**src/rtl/cec_tx_seq.sv**
```systemverilog
module cec_tx_seq #(
  parameter int TICK_DIV  = 5000,
  parameter int MAX_BYTES = 16,
  parameter int CW        = 5
) (
  input  logic                         clk,
  input  logic                         rst_n,
  input  logic                         wr_en,
  input  logic [$clog2(MAX_BYTES)-1:0] wr_addr,
  input  logic [7:0]                   wr_data,
  input  logic                         go,
  input  logic [CW-1:0]                go_len,
  input  logic                         auto_start,
  input  logic                         auto_eom,
  input  logic                         nack_abort,
  input  logic [1:0]                   idle_sel,
  input  logic                         bcast,
  input  logic                         line_in,
  output logic                         line_pull,
  output logic                         busy,
  output logic                         tx_done,
  output logic                         ack_ok,
  output logic                         tx_err,
  output logic                         arb_err
);
  localparam int AW = $clog2(MAX_BYTES);
  localparam int TW = $clog2(TICK_DIV > 1 ? TICK_DIV : 2);
  localparam int T_SB_LO  = 37;
  localparam int T_SB     = 45;
  localparam int T_ZERO_LO = 15;
  localparam int T_ONE_LO = 6;
  localparam int T_BIT    = 24;
  localparam int T_SMP    = 10;

  typedef enum logic [1:0] {S_IDLE, S_WAIT, S_SEND} st_t;

  st_t           st;
  logic [TW-1:0] pre;
  logic [1:0]    sync;
  logic [7:0]    mem [MAX_BYTES];
  logic [5:0]    ph;
  logic [7:0]    ft;
  logic [CW-1:0] byte_i, len;
  logic [3:0]    bit_i;
  logic          in_sb, r_som, r_eom, r_stop, r_bc, all_ack, byte_nack;
  logic [1:0]    r_sel;
  logic          cur_one;
  logic [5:0]    lo_len, bit_len;
  logic [7:0]    need;

  wire tick    = (pre == TW'(TICK_DIV - 1));
  wire line_hi = sync[1];
  wire [7:0] cur_byte = mem[byte_i[AW-1:0]];
  wire last    = (byte_i == len - CW'(1));
  wire smp     = tick && (st == S_SEND) && !in_sb && (ph == 6'(T_SMP));
  wire lost    = smp && (bit_i != 4'd9) && cur_one && !line_hi;
  wire got_ack = r_bc ? line_hi : !line_hi;
  wire eob     = tick && (st == S_SEND) && (ph == bit_len - 6'd1);

  assign busy      = (st != S_IDLE);
  assign line_pull = (st == S_SEND) && (ph < lo_len);

  always_ff @(posedge clk or negedge rst_n)
    if (!rst_n) pre <= '0;
    else        pre <= tick ? '0 : pre + TW'(1);

  always_ff @(posedge clk or negedge rst_n)
    if (!rst_n) sync <= 2'b11;
    else        sync <= {sync[0], line_in};

  always_ff @(posedge clk)
    if (wr_en) mem[wr_addr] <= wr_data;

  always_comb begin
    if (in_sb)               cur_one = 1'b0;
    else if (bit_i < 4'd8)   cur_one = cur_byte[3'(4'd7 - bit_i)];
    else if (bit_i == 4'd8)  cur_one = r_eom & last;
    else                     cur_one = 1'b1;
  end

  assign lo_len  = in_sb ? 6'(T_SB_LO) : (cur_one ? 6'(T_ONE_LO) : 6'(T_ZERO_LO));
  assign bit_len = in_sb ? 6'(T_SB) : 6'(T_BIT);

  always_comb
    case (r_sel)
      2'b00:   need = 8'(7 * T_BIT);
      2'b01:   need = 8'(5 * T_BIT);
      default: need = 8'(3 * T_BIT);
    endcase

  always_ff @(posedge clk or negedge rst_n) begin
    if (!rst_n) begin
      st <= S_IDLE; ph <= '0; ft <= '0; byte_i <= '0; bit_i <= '0; len <= '0;
      in_sb <= 1'b0; r_som <= 1'b0; r_eom <= 1'b0; r_stop <= 1'b0; r_bc <= 1'b0;
      r_sel <= 2'b00; all_ack <= 1'b0; byte_nack <= 1'b0;
      tx_done <= 1'b0; ack_ok <= 1'b0; tx_err <= 1'b0; arb_err <= 1'b0;
    end else begin
      case (st)
        S_IDLE: if (go) begin
          tx_done <= 1'b0; ack_ok <= 1'b0; tx_err <= 1'b0; arb_err <= 1'b0;
          len <= go_len; r_som <= auto_start; r_eom <= auto_eom;
          r_stop <= nack_abort; r_bc <= bcast; r_sel <= idle_sel;
          all_ack <= 1'b1; byte_nack <= 1'b0;
          if (go_len == '0 || go_len > CW'(MAX_BYTES)) begin
            tx_done <= 1'b1; tx_err <= 1'b1;
          end else begin
            st <= S_WAIT; ft <= '0;
          end
        end
        S_WAIT: if (tick) begin
          if (!line_hi) ft <= '0;
          else if (ft == need - 8'd1) begin
            st <= S_SEND; ph <= '0; in_sb <= r_som; bit_i <= '0; byte_i <= '0;
          end else ft <= ft + 8'd1;
        end
        S_SEND: begin
          if (lost) begin
            st <= S_IDLE; tx_done <= 1'b1;
            if (byte_i == '0 && bit_i < 4'd8) arb_err <= 1'b1;
            else                              tx_err  <= 1'b1;
          end else if (tick) begin
            if (smp && bit_i == 4'd9 && !got_ack) begin
              all_ack <= 1'b0; byte_nack <= 1'b1;
            end
            if (eob) begin
              ph <= '0;
              if (in_sb) in_sb <= 1'b0;
              else if (bit_i == 4'd9) begin
                if (last || (r_stop && byte_nack)) begin
                  st <= S_IDLE; tx_done <= 1'b1; ack_ok <= all_ack;
                end else begin
                  byte_i <= byte_i + CW'(1); bit_i <= '0; byte_nack <= 1'b0;
                end
              end else bit_i <= bit_i + 4'd1;
            end else ph <= ph + 6'd1;
          end
        end
        default: st <= S_IDLE;
      endcase
    end
  end

  AST_PULL_NEEDS_BUSY: assert property (@(posedge clk) disable iff (!rst_n) line_pull |-> busy);
  AST_DONE_MEANS_IDLE: assert property (@(posedge clk) disable iff (!rst_n) tx_done |-> !busy);
  AST_START_CLEARS: assert property (@(posedge clk) disable iff (!rst_n)
    $rose(busy) |-> (!tx_done && !ack_ok && !tx_err && !arb_err));
  AST_END_FLAGS_DONE: assert property (@(posedge clk) disable iff (!rst_n) $fell(busy) |-> tx_done);
  AST_ONE_OUTCOME: assert property (@(posedge clk) disable iff (!rst_n) $onehot0({ack_ok, tx_err, arb_err}));
  AST_PULL_ON_TICK: assert property (@(posedge clk) disable iff (!rst_n) !$stable(line_pull) |-> $past(tick));
  AST_ARB_IN_HEADER: assert property (@(posedge clk) disable iff (!rst_n) $rose(arb_err) |-> ($past(byte_i) == '0));
endmodule

```
**config.mk**
```make
export PLATFORM = sky130hd
export DESIGN_NAME = cec_tx_seq
export DESIGN_NICKNAME = d
export VERILOG_FILES = /design/src/rtl/cec_tx_seq.sv
export SDC_FILE = /design/constraint.sdc
export NUM_CORES = 1
export LEC_CHECK = 0
export ABC_CLOCK_PERIOD_IN_PS = 3700
export BUFFER_PORTS_ARGS = -buffer_cell sky130_fd_sc_hd__buf_2
export CAP_MARGIN = 20
export CORE_UTILIZATION = 62
export CTS_CLUSTER_DIAMETER = 50
export DETAILED_ROUTE_END_ITERATION = 16
export GPL_TIMING_DRIVEN = 0
export PLACE_DENSITY = 0.77
export SYNTH_ARGS = -nofsm -noshare
export SYNTH_HDL_FRONTEND = slang
export SYNTH_SLANG_ARGS = --single-unit
```
**constraint.sdc**
```tcl
create_clock -name clk -period 3.7 [get_ports clk]
set_input_delay 0.185 -clock clk [delete_from_list [all_inputs] [get_ports clk]]
set_output_delay 0.185 -clock clk [all_outputs]
set_load 0.005 [all_outputs]
```
Word level (Yosys, flattened, before mapping):

Memories as Yosys holds them, arrays and structs flattened.
Cells that the tools add are included.

* latch bits: 0
* memories kept: 1
* input port bits: 28
* memory bits (writable): 128
* output and inout bits: 6
* bits in registers: 58
* ROM bits: 0
* logic and storage cells: 208

* shift-type cells: 0
* multiply operators: 0
* bitwise logic cells: 1
* reductions and logical operators: 38
* div/mod/pow operators: 0
* $add $sub $neg: 9
* $lt $le $gt $ge: 4
* eq/ne operators: 34
* mux-type cells: 101

Memories
* mem: depth 16, width 8, rd ports 1, clocked after memory_dff 0, write ports 1, line 40 `logic [7:0] mem [MAX_BYTES];`

Operators with widths (count)
* $mux W6: 8
* $mux W5: 9
* $mux W1: 43
* $mux W4: 10
* $mux W8: 5
* $pmux W8 S2: 2
* $ne A2 B2 Y1 const B: 12
* $mux W2: 11
* $reduce_and A10 Y1: 2
* $ne A3 B3 Y1 const B: 5
* $pmux W1 S2: 7
* $reduce_and A7 Y1: 2
* $add A13 B1 Y13 const B: 1
* $eq A13 B13 Y1 const B: 1
* $mux W13: 1
* $logic_and A1 B1 Y1: 12
* $pmux W6 S2: 1
* $reduce_and A4 Y1: 3
* $logic_not A5 Y1: 2
* $pmux W5 S2: 1
* $reduce_and A5 Y1: 2
* $reduce_and A9 Y1: 1
* $add A8 B1 Y8 const B: 1
* $eq A4 B4 Y1 const B: 2
* 31 further kinds: 43

Depth between registers and ports, before layout:

Gate-level depths: netlist of the first run.

* depth after elaboration: 14
* gate-level depth with buffers: 14
* depth with buffers taken out: 12

Worst setup path before layout of the first run:

OpenSTA, ideal clock, no wires.

* path kind: register to output
* start: register len[0]
* end: output port line_pull
* buffers on the path: 0
* stages on the path, launching flop included: 12
* data required time: 3515 ps
* arrival: 3272 ps
* path slack: 243 ps
* path through: dfrtp_1 inv_1 ha_1 or3_1 a311oi_2 a21oi_1 or4_4 nand4_1 ha_1 a311o_1 a22o_1 a2111oi_0

* word-level cells in the longest chain between the ends: 10

RTL lines
* start: declaration: line 43 `logic [CW-1:0] byte_i, len;`
* start signal: assignment: line 101 `len <= go_len; r_som <= auto_start; r_eom <= auto_eom;`
* $sub A5 B1 Y5: line 54 `wire last = (byte_i == len - CW'(1));`
* $eq A5 B5 Y1: line 54
* $and A1 B1 Y1: line 77 `else if (bit_i == 4'd8) cur_one = r_eom & last;`
* $mux W1: line 77
* $mux W1: line 76 `else if (bit_i < 4'd8) cur_one = cur_byte[3'(4'd7 - bit_i)];`
* $mux W1: line 75 `if (in_sb) cur_one = 1'b0;`
* $mux W4: line 81 `assign lo_len = in_sb ? 6'(T_SB_LO) : (cur_one ? 6'(T_ONE_LO) : 6'(T_ZERO_LO));`
* $mux W6: line 81
* $lt A6 B6 Y1: line 61 `assign line_pull = (st == S_SEND) && (ph < lo_len);`
* $logic_and A1 B1 Y1: line 61
* end: declaration: line 19 `output logic line_pull,`

No other way between the ends.

Final worst setup path of the first run:

* start: register byte_i[0]
* end: output port line_pull

* word-level cells in the longest chain between the ends: 9
* elaborated cells between the ends (all ways): 12
* classes of those cells: order compare (1); eq/ne (1); mux (7); bitwise (1); reduce/logical (1); memory (1)

RTL lines
* start: declaration: line 43
* start signal: assignment: line 93 `st <= S_IDLE; ph <= '0; ft <= '0; byte_i <= '0; bit_i <= '0; len <= '0;`
* start signal: assignment: line 113 `st <= S_SEND; ph <= '0; in_sb <= r_som; bit_i <= '0; byte_i <= '0;`
* start signal: assignment: line 132 `byte_i <= byte_i + CW'(1); bit_i <= '0; byte_nack <= 1'b0;`
* $mem_v2 Z16 W8 or $eq A5 B5 Y1 (tied branches)
* $bmux W1 S3 or $and A1 B1 Y1 (tied branches): line 76, 77
* $mux W1 (on tied branches): line 76, 77
* $mux W1 (*): line 76
* $mux W1 (*): line 75
* $mux W4 (*): line 81
* $mux W6 (*): line 81
* $lt A6 B6 Y1 (*): line 61
* $logic_and A1 B1 Y1 (*): line 61

Every way passes the cells marked *; elsewhere a longest branch is shown, timed or not. The select of a mux whose other input is x is not followed.

==> results of run 1 <==
-- sequential cells by signal (all words and copies together) (netlist names), 2 cells and up --
name,flops
mem,128
len,5
ft,8
r_sel,2
st,2
ph,6
sync,2
bit_i,4
byte_i,5
pre,13
-- stage by stage --
step / setup TNS, ns / instances / util
finish: -0.3936 / 884 / 0.7337
detailed placement: -0.2916 / 834 / 0.6742
global route: -0.5568 / 884 / 0.7337
floorplan: 0 / 620 / -
global placement: -0.2602 / 829 / 0.6712
CTS: -0.3710 / 882 / 0.7310
-- synthesized netlist by cell type, drive strengths merged (2+ instances only) --
library cell,instances
a211oi,3
a21oi,6
a22o,5
a311o,2
a31oi,5
and2,2
and3,8
and3b,2
and4b,2
buf,14
clkbuf,11
dfrtp,56
dfstp,2
edfxtp,128
ha,15
inv,16
mux2,13
mux2i,31
mux4,20
nand2,40
nand2b,13
nand3,25
nand3b,4
nand4,6
nor2,48
nor2b,5
nor3,16
nor3b,3
nor4,10
nor4b,2
o2111ai,2
o211ai,3
o21ai,40
o22ai,2
o2bb2ai,3
o31ai,4
o41ai,9
or2,2
or3,5
or4b,3
xnor2,7
xor2,11
-- worst paths after layout --
path,end,slack [ns],cells after the start
setup / recovery,line_pull,-0.39,13
hold / removal,len[2],0.02,2
setup reg to reg,ph[3],0.48,7
hold reg to reg,sync[1],0.36,0
max in group asynchronous,sync[0],2.83,3
min in group asynchronous,ft[6],0.25,2
-- power breakdown --
| group | switching [mW] | internal (mW) | total, mW |
|---|---|---|---|
| Clock | 0.817 | 0.948 | 1.77 |
| Combinational | 0.0654 | 0.0328 | 0.0983 |
| Sequential | 0.00846 | 2.26 | 2.27 |
| Total | 0.891 | 3.24 | 4.13 |
-- kinds of logic after synthesis --
family,synth area share
AOI/OAI and AO/OA,0.07779
xor gates and xnor gates,0.01926
adders and majority gates,0.02189
buffers and inverters,0.02816
DFF,0.6179
muxes,0.1084
and+or+nand+nor,0.1265
-- per-layer routing --
metal	GRT usage	share of wire
met4	0.1133	0.030
met2	0.5014	0.51
met1	0.3661	0.40
met3	0.06987	0.059
met5	0	0
-- timing repair --
action / in CTS / in global routing
setup endpoints to repair: 1 / 1
hold buffers: 9 / 1
pin swaps: 9 / 4
hold endpoints to repair: 28 / 1
buffers inserted: 7 / 1
gates resized for setup: 12 / 5
-- layout make-up --
| cell class | instances | area [sq um] |
|---|---|---|
| Fill cell | 854 | 3555 |
| Sequential cell | 186 | 5299 |
| Timing Repair Buffer | 56 | 365.4 |
| Tap cell | 176 | 220.2 |
| Multi-Input combinational cell | 393 | 3079 |
| Clock buffer | 19 | 432.9 |
| Inverter | 16 | 60.06 |
| Clock inverter | 13 | 130.1 |
| Buffer | 25 | 206.4 |
==> reports/qor.tcl, run 1 <==
set qor(outcome) {finished with violations}
set qor(failed_checks) {negative setup slack}
set qor(max_clock_freq_mhz) 244.3
set qor(slowest_delay_ns) 0.56
set qor(clockBufferDepth) 2
set qor(syn-instance-count) 620
set qor(cts_tree) {done}
set qor(dieArea_sq_um) 14300
set qor(synthFlopType) {sky130_fd_sc_hd__edfxtp_1}
set qor(minimum_hold_slack_ns) 0.02185
set qor(clock_sink_count) 186
set qor(timing.critical_path.max_delay_family) {compound AO/OA/AOI/OAI gates}
set qor(wire_length_of_the_first_global_routing_pass_microns) 30930
set qor(layout_commonest_cell) {sky130_fd_sc_hd__edfxtp_1}
set qor(boundaryPins) 34
set qor(globalRouteTotalUtil) 0.2946
set qor(grt_antenna_before_repair) 0
set qor(drt_first_pass_iters) 5
set qor(timing.max_cap.violations) 0
set qor(starting_utilization_of_the_core_area) 0.6423
set qor(die_x_microns) 119.6
set qor(synth.cell_area_sq_um) 8573
set qor(power.density_cell_area_nw_per_um2) 421.9
set qor(cts-buffers-inserted) 17
set qor(synth.avg_cell_area_sq_um) 13.83
set qor(clkTransAtPathRegs_ns) 0.07
set qor(synth-edff-count) 128
set qor(postRouteAntennaNets) 0
set qor(proportion_of_layout_cells_with_a_drive_suffix_above_1) 0.2006
set qor(worst_pin_slew_ns) 1.029
set qor(yosys_warnings) 0
set qor(maxSlewHeadroom) 0.3118
set qor(synthDistinctLibCells) 75
set qor(timing.critical_path.from_type) {flip-flop}
set qor(required_ns) 3.51
set qor(clk-insertion-delay-late_ns) 0.43
set qor(cellLeakagePower_nw) 3.548
set qor(finClkSkew_ns) 0.009675
set qor(final_design_area_no_fill_sq_um) 9793
set qor(timing.critical_path.mode_cell) {sky130_fd_sc_hd__buf_12}
set qor(synth_top_cell_by_area) {sky130_fd_sc_hd__edfxtp_1}
set qor(preCtsSetupSlack_ns) -0.2916
set qor(std_cell_rows) 42
set qor(setup.worst_path.end_class) {primary output}
set qor(crit_path_start) {byte_i[0]}
set qor(nets) 738
set qor(worst-path-buf-inv) 3
set qor(peakVddDrop_uv) 603.1
set qor(worst-endpoint-arrival_ns) 3.91
set qor(regToRegStartpoint) {pre[3]}
set qor(grt_start_max_net_pins) 39
set qor(kind_of_path_behind_the_tightest_hold_check) {input pin to flip-flop}
set qor(via_count) 5684
set qor(netlist_top_cells_area) {sky130_fd_sc_hd__edfxtp_1 45%, sky130_fd_sc_hd__dfrtp_1 16%, sky130_fd_sc_hd__mux4_2 3.9%, sky130_fd_sc_hd__mux2i_1 3.6%, sky130_fd_sc_hd__ha_1 2.2%}
set qor(finalCriticalPeriod_ns) 4.094
set qor(antenna_cells) 0
set qor(setup_viol) 1
set qor(mostFrequentLayoutCells) {128 x sky130_fd_sc_hd__edfxtp_1, 55 x sky130_fd_sc_hd__dfrtp_1, 48 x sky130_fd_sc_hd__nor2_1, 40 x sky130_fd_sc_hd__nand2_1, 40 x sky130_fd_sc_hd__buf_2}
set qor(setup_slack_ns) -0.3936
set qor(first_iter_violations) 517
set qor(fin_crit_sh) 1.106
set qor(port_buffers) 33
set qor(drc) 0
set qor(cell_breakdown_of_the_critical_path) {buf_12 > buf_12 > xor2_2 > o211ai_1 > a311oi_2 > a21oi_2 > or4_4 > nand4_1 > ha_1 > a311o_1 > a22o_1 > a2111oi_2 > buf_2}
set qor(ys_ff_latch) 186
set qor(crit_fanout) 10
set qor(via_count_of_the_first_global_routing_pass) 5762
set qor(die_height_microns) 119.6
set qor(overflow) 0
set qor(fp.coreArea_sq_um) 13350
set qor(synth_top_area_share) 0.4483
set qor(finalMaxSlewViolations) 0
set qor(asyncSetResetFlopFracSynth) 0.3118
set qor(flow.area_growth_from_synthesis_pct) 14.23
set qor(min_from) {go_len[2]}
set qor(wirelength_microns) 19550
set qor(syn_nets) 663
set qor(grt_setup_unrepaired) {true}
set qor(finalWeightedCongestion) 0.8995
set qor(avgViaCountPerCell) 6.430
set qor(seq_area_frac_synth) 0.6179
set qor(route.detailed.wl_per_inst_microns) 22.12
set qor(place_area_sq_um) 8999
set qor(ctsHtreeMaxLevel) 4
set qor(critPathKind) {flip-flop to primary output}
set qor(post-layout-total-power_mw) 4.132
set qor(dp.final_hpwl_microns) 13260
set qor(final_hold_viol_count) 0
set qor(cts_root_buffer) {sky130_fd_sc_hd__clkbuf_16}
set qor(critical_path.slowest_cell) {sky130_fd_sc_hd__or4_4}
Power figures use the tool's default switching activity.
==> run 2, diff against run 1 <==
- ABC_AREA: not set -> 1
==> reports/qor.tcl, run 2 <==
set qor(boundaryPins) 34 ;# unchanged
set qor(worst-endpoint-arrival_ns) 3.18 ;# was 3.91 ns
set qor(first_iter_violations) 703 ;# was 517
set qor(reg.largest.list) {mem (128), pre (13), ft (8)} ;# unchanged
set qor(std_cell_rows) 43 ;# was 42
set qor(synth.cell_area_sq_um) 8891 ;# was 8573 sq um
set qor(worst_pin_slew_ns) 1.202 ;# was 1.029 ns
set qor(share_of_the_core_filled_with_cells) 0.7152 ;# was 0.7337
set qor(timing.critical_path.from_type) {flip-flop} ;# unchanged
set qor(flow.area_growth_from_synthesis_pct) 12.09 ;# was 14.23%
set qor(regToRegStartpoint) {byte_i[2]} ;# was pre[3]
set qor(crit_fanout) 10 ;# unchanged
set qor(synth-edff-count) 128 ;# unchanged
set qor(cellLeakagePower_nw) 4.217 ;# was 3.548 nW
set qor(cts-buffers-inserted) 17 ;# unchanged
set qor(largest_register_ffs) 128 ;# unchanged
set qor(final.setup.tns_ns) 0 ;# was -0.3936 ns
set qor(min_from) {auto_eom} ;# was go_len[2]
set qor(ys_ff_latch) 186 ;# unchanged
set qor(layout_commonest_cell) {sky130_fd_sc_hd__nand2_1} ;# was sky130_fd_sc_hd__edfxtp_1
set qor(postRouteAntennaNets) 0 ;# unchanged
set qor(clk-insertion-delay-late_ns) 0.44 ;# was 0.43 ns
set qor(synthFlopType) {sky130_fd_sc_hd__edfxtp_1} ;# unchanged
set qor(fp.coreArea_sq_um) 13930 ;# was 13350 sq um
set qor(syn-instance-count) 917 ;# was 620
set qor(avgViaCountPerCell) 5.674 ;# was 6.430
set qor(die_height_microns) 121.8 ;# was 119.6 microns
set qor(cts-resized-gates) 0 ;# was 12
set qor(mostFrequentLayoutCells) {245 x sky130_fd_sc_hd__nand2_1, 135 x sky130_fd_sc_hd__nand3_1, 128 x sky130_fd_sc_hd__edfxtp_1, 94 x sky130_fd_sc_hd__inv_1, 56 x sky130_fd_sc_hd__dfrtp_1} ;# was 128 x sky130_fd_sc_hd__edfxtp_1, 55 x sky130_fd_sc_hd__dfrtp_1, 48 x sky130_fd_sc_hd__nor2_1, 40 x sky130_fd_sc_hd__nand2_1, 40 x sky130_fd_sc_hd__buf_2
set qor(finClkSkew_ns) 0.01183 ;# was 0.009675 ns
set qor(cts_root_buffer) {sky130_fd_sc_hd__clkbuf_16} ;# unchanged
set qor(final_hold_viol_count) 0 ;# unchanged
set qor(setup.worst_path.end_class) {primary output} ;# unchanged
set qor(synth_top_area_share) 0.4323 ;# was 0.4483
set qor(grt_antenna_before_repair) 0 ;# unchanged
set qor(antenna_cells) 0 ;# unchanged
set qor(synthDistinctLibCells) 44 ;# was 75
set qor(proportion_of_layout_cells_with_a_drive_suffix_above_1) 0.1313 ;# was 0.2006
set qor(nets) 1020 ;# was 738
set qor(kind_of_path_behind_the_tightest_hold_check) {input pin to flip-flop} ;# unchanged
set qor(drc) 0 ;# unchanged
set qor(cell_breakdown_of_the_critical_path) {inv_2 > clkbuf_1 > nand3_1 > nand3_1 > a21boi_1 > nor2_1 > nand2_1 > nand3_4 > nand2_1 > nand2_1 > ha_1 > nand2_1 > nor2_1 > a21oi_1 > buf_2} ;# was buf_12 > buf_12 > xor2_2 > o211ai_1 > a311oi_2 > a21oi_2 > or4_4 > nand4_1 > ha_1 > a311o_1 > a22o_1 > a2111oi_2 > buf_2
set qor(die_x_microns) 121.8 ;# was 119.6 microns
set qor(cts_tree) {done} ;# unchanged
set qor(clockBufferDepth) 2 ;# unchanged
set qor(wire_length_of_the_first_global_routing_pass_microns) 31840 ;# was 30930 microns
set qor(most_frequent_cell_after_synthesis) {sky130_fd_sc_hd__nand2_1} ;# was sky130_fd_sc_hd__edfxtp_1
set qor(seq_area_frac_synth) 0.5958 ;# was 0.6179
set qor(starting_utilization_of_the_core_area) 0.6381 ;# was 0.6423
set qor(timing.critical_path.max_delay_family) {buffers and inverters} ;# was compound AO/OA/AOI/OAI gates
set qor(finalWeightedCongestion) 0.8358 ;# was 0.8995
set qor(ctsHtreeMaxLevel) 4 ;# unchanged
set qor(asyncSetResetFlopFracSynth) 0.3118 ;# unchanged
set qor(critical_path.slowest_cell) {sky130_fd_sc_hd__clkbuf_1} ;# was sky130_fd_sc_hd__or4_4
set qor(dp.final_hpwl_microns) 13170 ;# was 13260 microns
set qor(critPathKind) {flip-flop to primary output} ;# unchanged
set qor(synth_top_cell_by_area) {sky130_fd_sc_hd__edfxtp_1} ;# unchanged
set qor(crit_path_start) {byte_i[2]} ;# was byte_i[0]
set qor(clkTransAtPathRegs_ns) 0.06 ;# was 0.07 ns
set qor(grt_start_max_net_pins) 42 ;# was 39
set qor(grt_setup_unrepaired) {false} ;# was true
set qor(peakVddDrop_uv) 441.7 ;# was 603.1 uV
set qor(clock_sink_count) 186 ;# unchanged
set qor(power.density_cell_area_nw_per_um2) 699.7 ;# was 421.9 nW/um^2
set qor(globalRouteTotalUtil) 0.2922 ;# was 0.2946
set qor(synth.avg_cell_area_sq_um) 9.696 ;# was 13.83 sq um
set qor(slowest_delay_ns) 0.51 ;# was 0.56 ns
set qor(maxSlewHeadroom) 0.1954 ;# was 0.3118
set qor(timing.critical_path.mode_cell) {sky130_fd_sc_hd__nand2_1} ;# was sky130_fd_sc_hd__buf_12
set qor(timing.max_cap.violations) 0 ;# unchanged
set qor(yosys_warnings) 0 ;# unchanged
set qor(syn_nets) 960 ;# was 663
set qor(finalCriticalPeriod_ns) 3.366 ;# was 4.094 ns
set qor(top_register) {mem} ;# unchanged
set qor(route.detailed.wl_per_inst_microns) 17.25 ;# was 22.12 microns
set qor(worst-path-buf-inv) 3 ;# unchanged
set qor(drt_first_pass_iters) 5 ;# unchanged
set qor(via_count_of_the_first_global_routing_pass) 6176 ;# was 5762
set qor(via_count) 6638 ;# was 5684
set qor(dieArea_sq_um) 14820 ;# was 14300 sq um
set qor(fin_crit_sh) 0.9098 ;# was 1.106
set qor(wirelength_microns) 20180 ;# was 19550 microns
set qor(netlist_top_cells_area) {sky130_fd_sc_hd__edfxtp_1 43%, sky130_fd_sc_hd__dfrtp_1 16%, sky130_fd_sc_hd__nand2_1 10%, sky130_fd_sc_hd__nand3_1 7.6%, sky130_fd_sc_hd__inv_1 4.0%} ;# was sky130_fd_sc_hd__edfxtp_1 45%, sky130_fd_sc_hd__dfrtp_1 16%, sky130_fd_sc_hd__mux4_2 3.9%, sky130_fd_sc_hd__mux2i_1 3.6%, sky130_fd_sc_hd__ha_1 2.2%
set qor(netlist_top_cells_count) {245 x sky130_fd_sc_hd__nand2_1, 135 x sky130_fd_sc_hd__nand3_1, 128 x sky130_fd_sc_hd__edfxtp_1, 94 x sky130_fd_sc_hd__inv_1, 56 x sky130_fd_sc_hd__dfrtp_1} ;# was 128 x sky130_fd_sc_hd__edfxtp_1, 56 x sky130_fd_sc_hd__dfrtp_1, 48 x sky130_fd_sc_hd__nor2_1, 40 x sky130_fd_sc_hd__nand2_1, 36 x sky130_fd_sc_hd__o21ai_0
set qor(outcome) {completed} ;# was finished with violations
set qor(setup_viol) 0 ;# was 1
set qor(port_buffers) 33 ;# unchanged
set qor(overflow) 0 ;# unchanged
set qor(max_clock_freq_mhz) 297.1 ;# was 244.3 MHz
set qor(finalMaxSlewViolations) 0 ;# unchanged
set qor(required_ns) 3.51 ;# about the same
-- run 2: cell types whose count changed in the layout (fill, tap and decap cells not counted), sizes merged, moves of 13 or more --
cell	previous run	this run
mux4	20	0
mux2i	31	0
a21oi	6	19
nand2b	13	0
nand2	40	250
inv	24	105
nand4	6	20
nand3	25	138
-- run 2: kinds of logic after synthesis --
logic type,after synthesis,synth area share
buffers and inverters,137,0.06811
adders and majority gates,15,0.02111
muxes,4,0.005066
xor gates and xnor gates,15,0.01478
AOI/OAI and AO/OA,72,0.04968
DFF,186,0.5958
and+or+nand+nor,488,0.2454
-- run 2: metal layers --
| layer | track usage | wire length [microns] | vias to the layer above |
|---|---|---|---|
| li1 | - | - | 3204 |
| met1 | 0.4107 | 8806 | 3142 |
| met2 | 0.4566 | 9534 | 249 |
| met3 | 0.04635 | 1296 | 43 |
| met4 | 0.1181 | 540 | 0 |
| met5 | 0 | 0 | - |
-- run 2: power by group --
group	total [mW]	internal [mW]	switching [mW]
registers	2.57	2.42	0.153
clock network	1.85	1.06	0.786
logic	2.55	0.878	1.67
-- run 2: metrics by stage --
step,cells,instance area [sq um],power (mW),hold WS (ns),setup slack (ns)
CTS,1169,9958,6.963,0.01067,0.3334
floorplan,917,8891,4.412,-0.1106,1.505
global placement,1130,9281,5.041,0.2900,0.8610
detailed placement,1131,9301,5.105,0.1586,0.8608
finish,1170,9966,6.973,0.01777,0.3337
global route,1170,9966,7.379,0.01983,0.1538
-- run 2: worst min-delay path: cells and delay by family --
family          cells  cell delay [ns]
compound gates      1             0.10
buf+inv             1             0.08
simple gates        1             0.05
-- run 2: layout make-up --
class	count	area, sq um
fill	1023	3969
timing repair buffer	41	252.7
inverter	104	397.9
multi-input combinational	594	2988
buffer	33	207.7
sequential	186	5298
clock buffer	18	429.2
tap	180	225.2
clock inverter	14	167.7
-- run 2: timing repair --
action                                 CTS  global route
endpoints found under the hold margin   22             0
hold buffers                             6             0
buffers inserted                         0             0
-- run 2: final timing paths --
path	slack (ns)	cells past startpoint	endpoint
worst max register to register	1.19	13	arb_err
max in group asynchronous	2.85	3	sync[0]
min in group asynchronous	0.23	2	pre[6]
worst min register to register	0.36	0	sync[1]
worst min-delay path	0.02	3	r_eom
worst max-delay path	0.33	15	line_pull
